<file path="config.mk">
export PLATFORM = sky130hd
export DESIGN_NAME = pfc_ctl
export DESIGN_NICKNAME = d
export VERILOG_FILES = /design/src/rtl/pfc_pkg.sv /design/src/rtl/pfc_lane_dec.sv /design/src/rtl/pfc_cfg_regs.sv /design/src/rtl/pfc_susp_ctl.sv /design/src/rtl/pfc_ctl.sv
export SDC_FILE = /design/constraint.sdc
export NUM_CORES = 1
export LEC_CHECK = 0
export BUFFER_PORTS_ARGS = -buffer_cell sky130_fd_sc_hd__buf_2
export CORE_MARGIN = 10
export CORE_UTILIZATION = 34
export DETAILED_ROUTE_END_ITERATION = 8
export PLACE_DENSITY_LB_ADDON = 0.2
export SYNTH_ARGS = -nofsm -noshare
export SYNTH_HDL_FRONTEND = slang
export SYNTH_HIERARCHICAL = 1
export SYNTH_SLANG_ARGS = --single-unit
</file>
<file path="constraint.sdc">
create_clock -name clk -period 1.65 [get_ports clk]
set_clock_uncertainty 0.2 [all_clocks]
set_input_delay 0.0825 -clock clk [delete_from_list [all_inputs] [get_ports clk]]
set_output_delay 0.0825 -clock clk [all_outputs]
set_load 0.01 [all_outputs]
</file>
<file path="src/rtl/pfc_pkg.sv">
package pfc_pkg;
  localparam int REG_W    = 32;
  localparam int BE_W     = REG_W / 8;
  localparam int NUM_BLK  = 8;
  localparam int ERASE_B  = 8;
  localparam int CENS_B   = 9;
  localparam int SUSP_B   = 10;
  localparam int IRQ_B    = 11;
  localparam int USED_W   = 12;

  typedef struct packed {
    logic               irq_en;
    logic               susp;
    logic               cens;
    logic               erase;
    logic [NUM_BLK-1:0] blk;
  } pfc_state_t;

  // interrupt enable is frozen only when armed in program mode
  function automatic logic irq_wr_ok(logic armed, logic erase);
    return !armed || erase;
  endfunction

  function automatic logic [REG_W-1:0] pack_state(pfc_state_t s);
    logic [REG_W-1:0] w;
    w = '0;
    w[NUM_BLK-1:0] = s.blk;
    w[ERASE_B]     = s.erase;
    w[CENS_B]      = s.cens;
    w[SUSP_B]      = s.susp;
    w[IRQ_B]       = s.irq_en;
    return w;
  endfunction
endpackage

</file>
<file path="src/rtl/pfc_lane_dec.sv">
module pfc_lane_dec #(
  parameter int BE_W = 4
) (
  input  logic            wr_en,
  input  logic [BE_W-1:0] wr_be,
  output logic [BE_W-1:0] lane_wr
);
  for (genvar i = 0; i < BE_W; i++) begin : g_lane
    assign lane_wr[i] = wr_en & wr_be[i];
  end
endmodule

</file>
<file path="src/rtl/pfc_cfg_regs.sv">
module pfc_cfg_regs
  import pfc_pkg::*;
(
  input  logic               clk,
  input  logic               rst_n,
  input  logic               blk_we,
  input  logic               mode_we,
  input  logic               irq_we,
  input  logic [NUM_BLK-1:0] blk_d,
  input  logic               erase_d,
  input  logic               cens_d,
  input  logic               irq_d,
  output logic [NUM_BLK-1:0] blk_q,
  output logic               erase_q,
  output logic               cens_q,
  output logic               irq_q
);
  always_ff @(posedge clk or negedge rst_n) begin
    if (!rst_n) begin
      blk_q   <= '0;
      erase_q <= 1'b0;
      cens_q  <= 1'b0;
      irq_q   <= 1'b0;
    end else begin
      if (blk_we) blk_q <= blk_d;
      if (mode_we) begin
        erase_q <= erase_d;
        cens_q  <= cens_d;
      end
      if (irq_we) irq_q <= irq_d;
    end
  end
endmodule

</file>
<file path="src/rtl/pfc_susp_ctl.sv">
module pfc_susp_ctl (
  input  logic clk,
  input  logic rst_n,
  input  logic hv_active,
  input  logic susp_we,
  input  logic susp_d,
  output logic susp_q,
  output logic susp_ack
);
  always_ff @(posedge clk or negedge rst_n) begin
    if (!rst_n)         susp_q <= 1'b0;
    else if (!hv_active) susp_q <= 1'b0;
    else if (susp_we)   susp_q <= susp_d;
  end

  assign susp_ack = susp_q & hv_active;
endmodule

</file>
<file path="src/rtl/pfc_ctl.sv">
module pfc_ctl
  import pfc_pkg::*;
(
  input  logic               clk,
  input  logic               rst_n,
  input  logic               wr_en,
  input  logic [BE_W-1:0]    wr_be,
  input  logic [REG_W-1:0]   wr_data,
  output logic [REG_W-1:0]   rd_data,
  input  logic               pgm_armed_i,
  input  logic               hv_active_i,
  output logic [NUM_BLK-1:0] prog_blk_o,
  output logic [NUM_BLK-1:0] erase_blk_o,
  output logic               censor_set_o,
  output logic               censor_clr_o,
  output logic               cfg_lock_o,
  output logic               susp_ack_o,
  output logic               irq_en_o
);
  logic [BE_W-1:0] lane_wr;
  logic            blk_we, mode_we, irq_we, susp_we;
  pfc_state_t      st;

  pfc_lane_dec #(.BE_W(BE_W)) u_lane (
    .wr_en  (wr_en),
    .wr_be  (wr_be),
    .lane_wr(lane_wr)
  );

  // interlocks: arming freezes selection fields, voltage gates suspend
  assign blk_we  = lane_wr[0] & ~pgm_armed_i;
  assign mode_we = lane_wr[1] & ~pgm_armed_i;
  assign irq_we  = lane_wr[1] & irq_wr_ok(pgm_armed_i, st.erase);
  assign susp_we = lane_wr[1] & hv_active_i;

  pfc_cfg_regs u_cfg (
    .clk    (clk),
    .rst_n  (rst_n),
    .blk_we (blk_we),
    .mode_we(mode_we),
    .irq_we (irq_we),
    .blk_d  (wr_data[NUM_BLK-1:0]),
    .erase_d(wr_data[ERASE_B]),
    .cens_d (wr_data[CENS_B]),
    .irq_d  (wr_data[IRQ_B]),
    .blk_q  (st.blk),
    .erase_q(st.erase),
    .cens_q (st.cens),
    .irq_q  (st.irq_en)
  );

  pfc_susp_ctl u_susp (
    .clk      (clk),
    .rst_n    (rst_n),
    .hv_active(hv_active_i),
    .susp_we  (susp_we),
    .susp_d   (wr_data[SUSP_B]),
    .susp_q   (st.susp),
    .susp_ack (susp_ack_o)
  );

  assign rd_data      = pack_state(st);
  assign prog_blk_o   = st.erase ? '0 : st.blk;
  assign erase_blk_o  = st.erase ? st.blk : '0;
  assign censor_set_o = st.cens & ~st.erase;
  assign censor_clr_o = st.cens & st.erase;
  assign cfg_lock_o   = st.cens;
  assign irq_en_o     = st.irq_en;
endmodule

</file>
==> metrics.md <==
| Metric | Value |
|---|---|
| Status | `finished, final reports clean` |
| Post-cts resize count | `0` |
| GP Congestion | `around 0.7` |
| Setup TNS | `0 ps` |
| Mapped Cells | `76` |
| Total grt overflow | `0` |
| Core area | `between 0.002 and 0.0025 mm2` |
| Clk sinks | `12` |
| RR Startpoint | `u_cfg/erase_q` |
| H-tree depth | `1` |
| DR iter-0 viols | `14` |
| Vias in the first global route | `~760` |
| RR Endpoint | `u_cfg/irq_q` |
| Type of the worst setup path | `flop to output pin` |
| Maximum vdd drop | `between 500 and 600 uV` |
| Final WL | `~2300 um` |
| IO Port Bufs | `about 50` |
| CTS Buf Count | `3` |
| Netlist Area Pre-Place | `~860 um2` |
| Area delta synth->final | `42.9%` |
| Endpoints failing setup | `0` |
| Wire per inst | `approximately 13 um` |
| DR vias/cell | `about 3.9` |
| RSZ-0062 raised after global routing | `no` |
| Die W | `roughly 70 um` |
| Fin util | `0.504` |
| Period utilization | `0.906` |
| Die Y | `between 70 and 80 um` |
| Worst-path cell chain | `buf_4, and2b_2, buf_2` |
| Ys Warns | `6` |
| Largest net degree at the start of global routing | `21` |
| Pwr Total | `1.12 mW` |
| Hold Violations, Final | `0` |
| Crit end category | `output pin` |
| Hold crit path type | `input pin to asynchronous set/reset pin` |
| Top delay family on crit path | `flip-flops` |
| Worst Path Required | `~1400 ps` |
| CP max stage delay | `370 ps` |
| Fmax achieved | `around 670 MHz` |
| DPL Wire Length | `between 1500 and 2000 um` |
| Reg clk slew, reported paths | `80 ps` |
| CTS tree | `yes` |
| Overall die area | `around 0.0049 mm2` |
| Initial antenna violation count | `0` |
| Antenna-violating nets left | `0` |
| Clock Path Buffers | `2` |
| Pwr per Cell Area | `912 mW/mm2` |
| ANT cells | `0` |
| Slowest-stage cell, CP | `dfrtp_1` |
| GRT Util Overall | `0.0875` |
| IO Pins | `94` |
| Initial Util | `0.353` |
| Fin crit period | `approximately 1500 ps` |
| Synth Area per Inst | `~11 um2` |
| Max Slew Vio Count | `0` |
| Worst slew pin tran | `991 ps` |
| Clk_lat worst skew | `between 200 and 300 ps` |
| Setup Fix Bufs, Post-CTS | `0` |
| Crit start category | `flop` |
| Leak Pwr | `0.688 nW` |
| Layout cells sized above 1 | `0.606` |
| Slew HR | `0.338` |
| WP buf/inv | `2` |
| First-pass GRT wire length | `roughly 3700 um` |
| TritonRoute pass-1 iters | `2` |
| FF-to-FF setup slack | `470 ps` |
| Final nets | `between 150 and 200` |
| Worst R2R Path Depth | `3` |
| Post-route DRC | `0` |
| Routed via count | `around 680` |
| Clock Tree Root | `clkbuf_4` |
| Crit-path max FO | `20` |
| Max_cap viols | `0` |
| CTS Hold Buffers Added | `14` |
| Core Rows | `18` |
| Arr. time, crit path | `~1200 ps` |
registers in the layout, summed over array words and instances (netlist names):
signal         cells
u_cfg/blk_q        8
u_susp/susp_q      1
u_cfg/erase_q      1
u_cfg/irq_q        1
u_cfg/cens_q       1
worst register-to-register path, delay by kind of cell, from the launching register on:
family          cells  cell delay [ps]
flops               1              370
compound gates      1              130
mux                 1              340
buf+inv             1               40
power by group:
group          switching, mW  internal [mW]  leakage (nW)
combinational          0.229          0.268         0.523
clock                 0.0975          0.134        0.0210
sequential            0.0435          0.347         0.144
layout by cell type, fill, tap and decap left out, drive strengths merged:
cell type / count
clkbuf: 4
and2b: 9
dfrtp: 12
nor2b: 3
mux2i: 1
dlygate4sd3: 14
conb: 20
and2: 13
mux2: 11
a21boi: 1
buf: 53
inv: 1
area by class of cell:
type                       count  area (um2)
clock buffer                   4        36.3
sequential                    12         300
multi-input combinational     58         438
fill                         243        1210
tap                           30        37.5
timing repair buffer          67         410
inverter                       1        3.75
per-stage QoR:
| stage | cells | worst slack [ps] | cell area (um2) | hold WS (ps) |
|---|---|---|---|---|
| CTS | 172 | 131 | 1230 | 16.3 |
| floorplan | 95 | 229 | 930 | -413 |
| global placement | 154 | -64.9 | 1050 | -227 |
| finish | 172 | 156 | 1230 | 30.5 |
| global route | 172 | 74.5 | 1230 | 36.3 |
| detailed placement | 154 | -110 | 1050 | -223 |
worst max path at each step:
stage	slack (ps)	endpoint	cells after the start	startpoint
after global placement	-60	u_cfg/blk_q[7]	4	wr_en
final	160	prog_blk_o[1]	3	u_cfg/erase_q
after detailed placement	-110	u_cfg/blk_q[2]	4	wr_en
after CTS	130	censor_set_o	3	u_cfg/erase_q
after floorplan	230	u_cfg/irq_q	4	u_cfg/erase_q
after global routing	70	prog_blk_o[1]	3	u_cfg/erase_q
metal layers:
metal	share of wire	global-route usage	vias up
li1	-	-	332
met1	0.38	0.0902	306
met2	0.51	0.148	39
met3	0.12	0.0565	0
met4	0	0.0132	0
met5	0	0	-
Note: power is estimated with default switching activity, not from simulation.
